### config.mk
export PLATFORM = sky130hd
export DESIGN_NAME = secded_syn_decode
export DESIGN_NICKNAME = d
export VERILOG_FILES = /design/src/rtl/secded_pkg.sv /design/src/rtl/secded_syn_decode.sv
export SDC_FILE = /design/constraint.sdc
export NUM_CORES = 1
export LEC_CHECK = 0
export BUFFER_PORTS_ARGS = -buffer_cell sky130_fd_sc_hd__buf_4
export CAP_MARGIN = 40
export CELL_PAD_IN_SITES_DETAIL_PLACEMENT = 0
export CELL_PAD_IN_SITES_GLOBAL_PLACEMENT = 2
export CORE_ASPECT_RATIO = 2
export CORE_MARGIN = 2
export CORE_UTILIZATION = 30
export DETAILED_ROUTE_END_ITERATION = 10
export GPL_ROUTABILITY_DRIVEN = 0
export PLACE_DENSITY_LB_ADDON = 0.25
export SETUP_SLACK_MARGIN = 0.05
export SLEW_MARGIN = 20
export SYNTH_ARGS = -nofsm -noshare
export SYNTH_HDL_FRONTEND = slang
export SYNTH_SLANG_ARGS = --single-unit
### constraint.sdc
create_clock -name vclk -period 1.8
set_input_delay 0 -clock vclk [all_inputs]
set_output_delay 0 -clock vclk [all_outputs]
set_load 0.01 [all_outputs]
### src/rtl/secded_pkg.sv
package secded_pkg;
  localparam int DATA_W = 64;
  localparam int CHK_W  = 8;
  localparam int POS_W  = 7;
  localparam int ROT    = DATA_W / CHK_W;
  localparam logic [DATA_W-1:0] ROW_SEED = 64'h0000e8423c0f99ff;
  localparam logic [POS_W-1:0]  POS_NONE = '1;

  typedef enum logic [1:0] {
    ST_CLEAN = 2'd0,
    ST_FIXED = 2'd1,
    ST_FATAL = 2'd2
  } status_e;

  // Matrix row for check bit idx: seed rotated left by ROT*idx bits.
  function automatic logic [DATA_W-1:0] parity_row(input int idx);
    logic [DATA_W-1:0] r;
    r = ROW_SEED;
    for (int k = 0; k < idx; k++) r = {r[DATA_W-ROT-1:0], r[DATA_W-1:DATA_W-ROT]};
    return r;
  endfunction

  function automatic logic [CHK_W-1:0] calc_check(input logic [DATA_W-1:0] d);
    logic [CHK_W-1:0] c;
    for (int i = 0; i < CHK_W; i++) c[i] = ^(d & parity_row(i));
    return c;
  endfunction

  // Syndrome produced by a flip at position p (data bit DATA_W-1-p).
  function automatic logic [CHK_W-1:0] column(input int p);
    logic [CHK_W-1:0] c;
    logic [DATA_W-1:0] r;
    for (int i = 0; i < CHK_W; i++) begin
      r = parity_row(i);
      c[i] = r[DATA_W-1-p];
    end
    return c;
  endfunction
endpackage

### src/rtl/secded_syn_decode.sv
module secded_syn_decode
  import secded_pkg::*;
#(
  parameter int DW = DATA_W,
  parameter int CW = CHK_W,
  parameter int PW = POS_W
) (
  input  logic [CW-1:0] syn,
  output logic          fix_data,
  output logic          fix_chk,
  output logic          fatal,
  output logic [PW-1:0] pos
);
  logic          hit_data;
  logic [PW-1:0] data_pos;
  logic          hit_chk;
  logic [PW-1:0] chk_pos;

  // Data-position decode: one comparator per matrix column.
  always_comb begin
    hit_data = 1'b0;
    data_pos = '0;
    for (int p = 0; p < DW; p++) begin
      if (column(p) == syn) begin
        hit_data = 1'b1;
        data_pos = PW'(p);
      end
    end
  end

  // Check-byte decode: syndrome with a single bit set.
  always_comb begin
    hit_chk = 1'b0;
    chk_pos = '0;
    for (int i = 0; i < CW; i++) begin
      if (syn == CW'(1 << i)) begin
        hit_chk = 1'b1;
        chk_pos = PW'(DW + i);
      end
    end
  end

  always_comb begin
    fix_data = hit_data;
    fix_chk  = hit_chk;
    fatal    = (syn != '0) && !hit_data && !hit_chk;
    pos      = hit_data ? data_pos : (hit_chk ? chk_pos : POS_NONE);
  end
endmodule

Yosys cells after proc, flatten, opt, wreduce, memory -nomap -nowiden:

Index checks and enable logic that the tools add are counted.

* flip-flop bits (word level): 0

* equal/unequal tests: 72
* multiplexer cells: 145
* reduce and logical (&&, ||, !) cells: 5

Operators with widths (number)
* 2-to-1 mux 7 bit: 72
* == test 8 bit, first input constant: 26
* == test 7 x 8 -> 1 bit, first input constant: 17
* == test 6 x 8 -> 1 bit, first input constant: 11
* 2-to-1 mux 1 bit: 73
* == test 5 x 8 -> 1 bit, first input constant: 6
* == test 4 x 8 -> 1 bit, first input constant: 3
* == test 3 x 8 -> 1 bit, first input constant: 1
* == test 8 x 1 -> 1 bit, second input constant: 1
* == test 8 x 2 -> 1 bit, second input constant: 1
* == test 8 x 3 -> 1 bit, second input constant: 1
* == test 8 x 4 -> 1 bit, second input constant: 1
* == test 8 x 5 -> 1 bit, second input constant: 1
* == test 8 x 6 -> 1 bit, second input constant: 1
* == test 8 x 7 -> 1 bit, second input constant: 1
* == test 8 bit, second input constant: 1
* nonzero test 8 bit: 1
* logical AND 1 bit: 2
* zero test 1 bit: 2

Longest topological paths before layout:

Gate-level depths: netlist of run 1.

* depth in word-level cells: 68
* gate-level depth with buffers: 9
* gate-level depth less buffers: 6

Least setup slack after synthesis of run 1:

OpenSTA, ideal clock, no wires.

* path type: in2out
* start: input syn[6]
* end: output pos[4]
* arrival time: 1502 ps
* data required time: 1800 ps
* path slack: 298 ps
* cell stages on the path: 8
* cells stage by stage: buf_2 buf_6 xnor2_2 mux2i_1 a22o_1 a311oi_2 nand3_2 o31ai_1

* cells in the longest elaborated chain, start to end: 66

Ends and longest elaborated chain
* start, declared: line secded_syn_decode.sv:8 `input logic [CW-1:0] syn,`
* == test 8 bit: line secded_syn_decode.sv:24 `if (column(p) == syn) begin`
* 2-to-1 mux 1 bit (64 in series): line secded_syn_decode.sv:24
* 2-to-1 mux 7 bit (*): line secded_syn_decode.sv:47 `pos = hit_data ? data_pos : (hit_chk ? chk_pos : POS_NONE);`
* end, declared: line secded_syn_decode.sv:12 `output logic [PW-1:0] pos`

Every way passes the cells marked *; elsewhere a longest branch is shown, timed or not.

Worst setup path after layout of run 1:

* start: input syn[0]
* end: output pos[3]

The elaborated chain is that of the path after synthesis.

==> results of run 1 <==
[power groups by stage]
stage,sequential [W],clock (W),combinational (W)
final,0,0,0.000736
after global routing,0,0,0.000781
after CTS,0,0,0.000659
after detailed placement,0,0,0.000636
after global placement,0,0,0.000641
after floorplan,0,0,0.000390
[worst max-delay path by stage]
| stage | startpoint | end | slack [ps] | depth (start not counted) |
|---|---|---|---|---|
| 6_report | syn[0] | pos[3] | 90 | 11 |
| 5_1_grt | syn[4] | fatal | 40 | 8 |
| 4_1_cts | syn[0] | pos[3] | 20 | 10 |
| 3_5_place_dp | syn[4] | pos[0] | -60 | 9 |
| 3_3_place_gp | syn[3] | pos[2] | -120 | 8 |
| 2_1_floorplan | syn[6] | pos[4] | 300 | 8 |
[worst max-delay path, cell delays in order]
cell      delay (ps)
buf_12           130
buf_12           140
buf_4            130
nor4b_2          280
a211oi_2          70
nor3_2           310
a311oi_4          90
buf_4            160
buf_4            120
o2111a_1         130
buf_4            140
[synth_stat cells (all sizes together), types with 2 or more instances]
cell,count
xnor2,12
o22ai,4
nor4,11
a41o,3
xor2,7
and2,3
nor4bb,6
clkbuf,8
or3,2
or2,4
a21oi,10
o32ai,5
nand4b,2
o31ai,4
nor2b,12
buf,27
a31oi,9
and3,3
nand4,10
nor4b,5
a22oi,3
nor3b,7
o21ai,10
nor2,16
mux2i,4
o221ai,2
inv,5
o211ai,2
nand2,17
a211o,2
a32oi,2
a22o,2
nand2b,16
a211oi,4
nor3,12
nand3,13
o41ai,2
[repair_timing]
| action | in CTS | in global routing |
|---|---|---|
| pin swaps | 6 | 10 |
| setup buffers | 2 | 7 |
| gates resized for setup | 18 | 40 |
| setup endpoints to repair | 8 | 9 |
| hold buffers | 0 | 0 |
[per-stage QoR]
stage | cells | total power [W] | area, um2 | hold WS [ps]
global placement | 412 | 0.000641 | 2430 | 811
CTS | 414 | 0.000659 | 2530 | 724
floorplan | 285 | 0.000390 | 1940 | 370
global route | 421 | 0.000781 | 2810 | 755
finish | 421 | 0.000736 | 2810 | 729
detailed placement | 412 | 0.000636 | 2430 | 801
[cell type report]
| class | instances | share of cell area (%) |
|---|---|---|
| repair buffers | 85 | 27.1 |
| multi-input cells | 245 | 68.4 |
| well taps | 86 | 3.83 |
| inverters | 5 | 0.669 |
[metal layers]
| metal | vias up | share of wire [%] | track usage [%] |
|---|---|---|---|
| met1 | 1251 | 34 | 28.1 |
| met5 | - | 0 | 0 |
| met4 | 0 | 8.2 | 15.8 |
| met3 | 58 | 5.2 | 3.08 |
| met2 | 147 | 53 | 44.8 |
| li1 | 1203 | - | - |
[placed cells by master, fill, tap and decap left out, types with 9 or more instances in the layout]
master / count
nand2_1: 17
xnor2_1: 9
nand4_1: 10
nor2b_1: 11
nor3_1: 11
nand2b_1: 11
nand3_1: 9
buf_4: 71
nor2_1: 14
a21oi_1: 10
[kinds of logic (layout without fill, tap and decap cells)]
group / after synthesis / after routing
xor+xnor: 20 / 20
compound gates: 77 / 77
mux: 4 / 4
buf+inv: 40 / 90
simple gates: 144 / 144
==> summary.txt, run 1 <==
GRT
  – Initial antenna violation count: 0
  – Grt ovf: 0
  – Vias in the first global route: roughly 2600
  – Overall Global Routing Usage: roughly 26%
  – Largest net degree at the start of global routing: 26
  – First-pass GRT wire length: about 14000 um

Job
  – Max cap viols: 0

Synth
  – Main combinational cell family by area after synthesis: simple AND/OR/NAND/NOR gates
  – Register area share after synthesis: 0%
  – Post-synth top area share: roughly 5.2%
  – Synth Area in XOR/XNOR: around a tenth
  – Synth unique cells: 67
  – Post-synthesis compound-gate area fraction: between 20 and 30%
  – Area contributors post-synth: nand2b_1 (5.2%), xnor2_1 (5.0%), buf_6 (4.1%)
  – Post-synth top area cell: nand2b_1
  – Syn. warnings: 0
  – Synth Area in Simple Gates: approximately 45%
  – Mux contribution to synthesized area: between 2 and 2.5%
  – Syn Area/Cell: between 6 and 7 um2
  – Syn nets: around 290
  – Mapped Area: between 1500 and 2000 um2
  – Synth Area in Adders: 0%
  – Cells after Synth: 285

Setup path
  – Worst EP required: 1800 ps
  – WS Path Type: input pin to output port
  – Startpoint types: input pin
  – Worst EP arrival: between 1500 and 2000 ps
  – Setup crit end kind: output port
  – Critical path fanouts, max: 20

Placed design
  – Worst Setup Slack post-DPL: -60.9 ps
  – Port Buffers: 18
  – DP HPWL: roughly 7200 um

Timing
  – Setup TNS: 0 ps
  – Setup Viol. Count Final: 0
  – Max Transition Viols Final: 0
  – Period utilization: 94.8%
  – Final Critical Period: approximately 1700 ps
  – Max Fclk: around 590 MHz
  – Worst-Margin Slew: ~540 ps
  – Final hold vios: 0
  – Worst setup margin: just over 90 ps
  – RSZ-0062 raised after global routing: no
  – Normalized max-slew margin: 64.2%

Final layout
  – Filler cells: approximately 680
  – Nets@finish: 345
  – Area Overhead vs Synth: 44.5%
  – Final Util: around 44%
  – Ant. Diodes: 0
  – Multi-input logic area: slightly below 2000 um2
  – Layout cell share with drive strength beyond 1: 37.9%
  – Clkbuf count: 0
  – Sequential cells: 0
  – Storage cell area: 0 um2

Floorplan
  – Cell Rows: 41
  – Die height: 118 um
  – Die area: 7170 um2
  – Initial Util: between 30% and 40%
  – Io pins: 18
  – Core ar.: around 6300 um2
  – Die Span X: ~61 um

Routing
  – DR vias: 2659
  – WL final: approximately 9300 um
  – Antenna-violating nets left: 0
  – Routed len/inst: 22.1 um
  – Pre-antenna DRT Iters: 5
  – DRT iter0 DRCs: roughly 230
  – # DRC: 0
  – Via density per instance: between 6 and 7

Power and ir drop
  – Internal power: 0.000338 W
  – P_leak: 1.06 nW
  – Net Sw Frac: between 50% and 60%
  – Maximum VDD drop: 0.129 mV
  – Seq pwr share: 0%
  – Clock Power Share: 0%
  – Combinational share of power: 100.0%
  – P_sw: approximately 0.00040 W
  – PwrDens: between 200 and 300 nW/um2

Min path
  – Hold endpoint: pos[2]
  – Hold WC Path Type: input pin to output port
  – Hold Crit Start: syn[4]
  – Hold Path Stages: 6

Status
  – Status: complete, no violations
Note: power is estimated with default switching activity, not from simulation.
==> inputs of run 2 (changes only) <==
--- a/config.mk
+++ b/config.mk
@@ -15,7 +15,9 @@
 export DETAILED_ROUTE_END_ITERATION = 10
 export GPL_ROUTABILITY_DRIVEN = 0
 export PLACE_DENSITY_LB_ADDON = 0.25
+export RECOVER_POWER = 50
 export SETUP_SLACK_MARGIN = 0.05
+export SKIP_LAST_GASP = 1
 export SLEW_MARGIN = 20
 export SYNTH_ARGS = -nofsm -noshare
 export SYNTH_HDL_FRONTEND = slang
==> summary.txt, run 2 (synthesis results as in run 1) <==
GRT
  – Vias in the first global route: around 2600
  – Overall Global Routing Usage: around a quarter
  – First-pass GRT wire length: 14100 um
  – Initial antenna violation count: 0
  – Grt ovf: 0
  – Largest net degree at the start of global routing: 26

Final layout
  – Nets@finish: around 350
  – Area Overhead vs Synth: 44.3%
  – Final Cell Area: approximately 2800 um2
  – Most frequent cells in the layout: buf_4 (71), nand2_1 (17), nor2_1 (14)
  – Layout cell share with drive strength beyond 1: a little under two fifths
  – Sequential cells: 0
  – Storage cell area: 0 um2
  – Ant. Diodes: 0
  – Post-route insts no fill: 421
  – Commonest non-fill, non-tap cell in the layout: buf_4
  – Clkbuf count: 0

Routing
  – # DRC: 0
  – Routed len/inst: approximately 22 um
  – WL final: just over 9000 um
  – Antenna-violating nets left: 0
  – DRT iter0 DRCs: 228
  – Pre-antenna DRT Iters: 5
  – DR vias: 2653
  – Via density per instance: between 6 and 7

Setup path
  – Most frequent CP cell: buf_4
  – WS Path Type: input pin to output port
  – CP bufs+invs: 6
  – CP max stage cell: nor3_2
  – Crit-path cells: buf_12 -> buf_12 -> buf_4 -> nor4b_2 -> a211oi_2 -> nor3_2 -> a311oi_4 -> buf_4 -> buf_4 -> o2111a_1 -> buf_4
  – Top delay family on crit path: buffers and inverters
  – Worst EP arrival: roughly 1700 ps
  – Critical path fanouts, max: 20
  – Startpoint types: input pin
  – Max incr delay on CP: approximately 310 ps
  – Setup crit end kind: output port
  – Worst EP required: ~1800 ps

Power and ir drop
  – Internal power: about 0.00034 W
  – Clock Power Share: 0%
  – P_leak: approximately 1.1 nW
  – Maximum VDD drop: 0.129 mV
  – Combinational share of power: 100.0%
  – Seq pwr share: 0%
  – Net Sw Frac: between 50% and 60%
  – PwrDens: between 200 and 300 nW/um2
  – P_sw: 0.000398 W

Timing
  – Normalized max-slew margin: between 60 and 70%
  – Final Critical Period: 1700 ps
  – Final hold vios: 0
  – Setup Viol. Count Final: 0
  – RSZ-0062 raised after global routing: no
  – Worst-Margin Slew: 535 ps
  – Period utilization: 94.4%
  – Max Fclk: 589 MHz
  – Worst setup margin: slightly above 100 ps
  – Max Transition Viols Final: 0

Min path
  – Hold Crit Start: syn[4]
  – Hold Path Stages: 6
  – Hold WC Path Type: input pin to output port
  – Hold endpoint: pos[2]

Floorplan
  – Core ar.: 6310 um2
  – Die area: between 7000 and 8000 um2
  – Initial Util: a little under a third
  – Io pins: 18
  – Die height: 118 um
  – Die Span X: 60.9 um
  – Cell Rows: slightly above 40

Status
  – Status: complete, no violations

Job
  – Max cap viols: 0

Placed design
  – Placed Instances: a little over 400
  – Port Buffers: 18
  – Post-DP Area: 2430 um2
  – DP HPWL: ~7200 um
  – Worst Setup Slack post-DPL: -60.9 ps
## run 2: changes by cell type in the layout (fill, tap and decap cells not counted)
cell / previous run / this run
buf_6: 5 / 6
buf_8: 2 / 1
## run 2: how the worst max path moves through the flow
| stage | startpoint | to | slack, ps | depth (start not counted) |
|---|---|---|---|---|
| after detailed placement | syn[4] | pos[0] | -60 | 9 |
| final | syn[0] | pos[3] | 100 | 11 |
| after CTS | syn[0] | pos[3] | 20 | 10 |
| after floorplan | syn[6] | pos[4] | 300 | 8 |
| after global routing | syn[3] | pos[0] | 7 | 9 |
| after global placement | syn[3] | pos[2] | -120 | 8 |
## run 2: timing repair
item	4_1_cts	5_1_grt
buffers inserted	2	7
hold buffers	0	0
pin swaps	6	10
gates cloned	0	0
setup endpoints to repair	8	9
gates resized for setup	18	40
## run 2: cell type report
| cell class | count | area, um2 |
|---|---|---|
| fill | 680 | 3510 |
| timing repair buffer | 85 | 756 |
| inverter | 5 | 18.8 |
| multi-input combinational | 245 | 1920 |
| tap | 86 | 108 |
## run 2: stage by stage
step           hold slack [ps]  TNS [ps]  total power, W  util [%]
6_report                   729         0        0.000735      44.4
5_1_grt                    755         0        0.000780      44.4
4_1_cts                    724         0        0.000659      40.1
3_5_place_dp               801      -224        0.000636      38.5
3_3_place_gp               811      -369        0.000641      38.5
2_1_floorplan              370         0        0.000390         -
## run 2: power by group through the flow
stage	combinational (W)	clock (W)	sequential [W]
after floorplan	0.000390	0	0
after global placement	0.000641	0	0
after detailed placement	0.000636	0	0
after CTS	0.000659	0	0
after global routing	0.000780	0	0
final	0.000735	0	0
## run 2: layer usage
metal	share of wire (%)	vias up	GRT usage [%]	wire (um)
met5	0	-	0	0
met4	8.1	0	15.8	755
met3	5.1	56	3.08	470
met2	53	146	44.8	4940
met1	34	1249	28.1	3130
li1	-	1202	-	-
## run 2: worst min-delay path, cell delays in order
cell and delay, ps:
buf_12 130, buf_4 140, o21ai_0 80, nand4_1 140
a41o_1 120, buf_4 120
==> inputs of run 3 (changes only) <==
--- a/config.mk
+++ b/config.mk
@@ -5,13 +5,14 @@
 export SDC_FILE = /design/constraint.sdc
 export NUM_CORES = 1
 export LEC_CHECK = 0
+export ABC_AREA = 1
 export BUFFER_PORTS_ARGS = -buffer_cell sky130_fd_sc_hd__buf_4
 export CAP_MARGIN = 40
 export CELL_PAD_IN_SITES_DETAIL_PLACEMENT = 0
 export CELL_PAD_IN_SITES_GLOBAL_PLACEMENT = 2
 export CORE_ASPECT_RATIO = 2
 export CORE_MARGIN = 2
-export CORE_UTILIZATION = 30
+export CORE_UTILIZATION = 29
 export DETAILED_ROUTE_END_ITERATION = 10
 export GPL_ROUTABILITY_DRIVEN = 0
 export PLACE_DENSITY_LB_ADDON = 0.25
==> summary.txt, run 3 <==
Status
  – Status: complete, but fails checks
  – Failing checks: setup timing

Setup path
  – Setup crit end kind: output port
  – Startpoint types: input pin
  – Worst EP required: between 1500 and 2000 ps
  – WS Path Type: input pin to output port
  – Most frequent CP cell: nand4_1
  – CP max stage cell: clkinvlp_2
  – Max incr delay on CP: between 150 and 200 ps
  – Critical path fanouts, max: 4
  – Crit-path cells: buf_8 -> nor2_4 -> clkinvlp_2 -> nor2_8 -> nand2_2 -> nand4_1 -> nor2_1 -> nand4_1 -> nor2_1 -> nand4_1 -> nor2_2 -> nand4_1 -> nor2_1 -> nand4_1 -> nor2_1 -> nand4_1 -> nor2_1 -> nand4_1 -> nor2_1 -> nand4_1 -> buf_4
  – Worst EP arrival: approximately 2200 ps

Placed design
  – Port Buffers: 18
  – Post-DP Area: 2070 um2
  – Worst Setup Slack post-DPL: -397 ps
  – DP HPWL: 4830 um

Synth
  – Mux contribution to synthesized area: 0%
  – Synth Area in Adders: 0%
  – Syn Area/Cell: 4.97 um2
  – Syn nets: between 200 and 250
  – Synth top cells by count: nor2_1 (57), inv_1 (34), nand2_1 (27)
  – Register area share after synthesis: 0%
  – Mapped Area: roughly 1200 um2
  – Post-synth top area cell: nor2_1
  – Cells after Synth: between 200 and 250
  – Area contributors post-synth: nor2_1 (18%), inv_1 (11%), nand4_1 (9.0%)
  – Top-count cell post-synth: nor2_1
  – Synth Area in XOR/XNOR: 0%
  – Synth Area in Simple Gates: between 60% and 70%
  – Post-synth top area share: between 15 and 20%
  – Main combinational cell family by area after synthesis: simple AND/OR/NAND/NOR gates
  – Post-synthesis compound-gate area fraction: 19.1%
  – Syn. warnings: 0
  – Synth unique cells: 30

Floorplan
  – Die height: 94.1 um
  – Die Span X: 49.1 um
  – Initial Util: 30.3%
  – Die area: about 4600 um2
  – Core ar.: 3880 um2
  – Io pins: 18
  – Cell Rows: 32

Routing
  – Routed len/inst: 15.1 um
  – DRT iter0 DRCs: 72
  – Antenna-violating nets left: 0
  – DR vias: 2178
  – # DRC: 0
  – Via density per instance: about 5
  – Pre-antenna DRT Iters: 4
  – WL final: between 6000 and 7000 um

Timing
  – Setup Viol. Count Final: 9
  – Max Transition Viols Final: 0
  – Setup TNS: -2180 ps
  – Normalized max-slew margin: 76.5%
  – Worst-Margin Slew: 347 ps
  – Final hold vios: 0
  – Worst setup margin: -420 ps
  – Final Critical Period: between 2000 and 2500 ps
  – RSZ-0062 raised after global routing: yes
  – Period utilization: 123%
  – Max Fclk: roughly 450 MHz

Power and ir drop
  – Internal power: between 0.0002 and 0.00025 W
  – Maximum VDD drop: roughly 0.17 mV
  – PwrDens: ~170 nW/um2
  – P_sw: 0.000244 W
  – Seq pwr share: 0%
  – Net Sw Frac: about 51%
  – Combinational share of power: 100.0%
  – Clock Power Share: 0%
  – P_leak: about 1.3 nW

GRT
  – First-pass GRT wire length: around 9700 um
  – Largest net degree at the start of global routing: 7
  – Overall Global Routing Usage: 27.6%
  – Grt ovf: 0
  – Initial antenna violation count: 0
  – Vias in the first global route: about 2100

Job
  – Max cap viols: 0

Min path
  – Hold WC Path Type: input pin to output port

Final layout
  – Most frequent cells in the layout: buf_4 (126), nor2_1 (41), inv_1 (31)
  – Commonest non-fill, non-tap cell in the layout: buf_4
  – Area Overhead vs Synth: 134%
  – Sequential cells: 0
  – Nets@finish: between 300 and 400
  – Clkbuf count: 0
  – Layout cell share with drive strength beyond 1: between 60% and 70%
  – Final Util: between 70% and 80%
  – Final Cell Area: ~2800 um2
  – Ant. Diodes: 0
  – Storage cell area: 0 um2
[run 3: cell count changes after synthesis, sizes merged, moves of 9 or more]
cell,change
inv,+51
buf,-27
nor2b,-12
nor4,-9
nand2,+20
xnor2,-12
nor2,+57
nand2b,-16
[run 3: cell families (layout without fill, tap and decap cells)]
logic type / Yosys count / after routing
buf+inv: 60 / 206
simple gates: 143 / 143
compound gates: 34 / 34
[run 3: worst paths after layout]
path | start | to | slack [ps] | cells past startpoint
setup / recovery | syn[5] | pos[0] | -420 | 21
hold / removal | syn[5] | pos[1] | 770 | 9
[run 3: layer usage]
layer  vias up  share of wire [%]  GRT usage [%]
met5         -                  0              0
met4         0                7.2           14.5
met3        25                2.7          0.478
met2        77                 57           59.0
met1      1018                 33           24.8
li1       1058                  -              -
[run 3: power by group through the flow]
stage               Clock, W  Sequential [W]  Combinational (W)
floorplan                  0               0           0.000155
global placement           0               0           0.000345
detailed placement         0               0           0.000345
CTS                        0               0           0.000412
global route               0               0           0.000506
finish                     0               0           0.000481
[run 3: metrics by stage]
stage	hold slack, ps	instances	total power [W]
after CTS	649	423	0.000412
after global placement	681	398	0.000345
after floorplan	297	237	0.000155
after detailed placement	672	398	0.000345
after global routing	825	434	0.000506
final	773	434	0.000481
[run 3: final cells by class]
type / instances / area, um2
Tap cell: 51 / 63.8
Fill cell: 324 / 1130
Timing Repair Buffer: 146 / 1220
Inverter: 60 / 265
Multi-Input combinational cell: 177 / 1200
[run 3: what timing repair did]
item / CTS / global route
pin swaps: 7 / 20
hold buffers: 0 / 0
resized for setup: 46 / 54
setup buffers: 26 / 14
setup endpoints to repair: 9 / 9
[run 3: critical path: cells and delay by family]
kind | cells | cell delay [ps]
and+or+nand+nor | 18 | 1790
buffers and inverters | 3 | 420
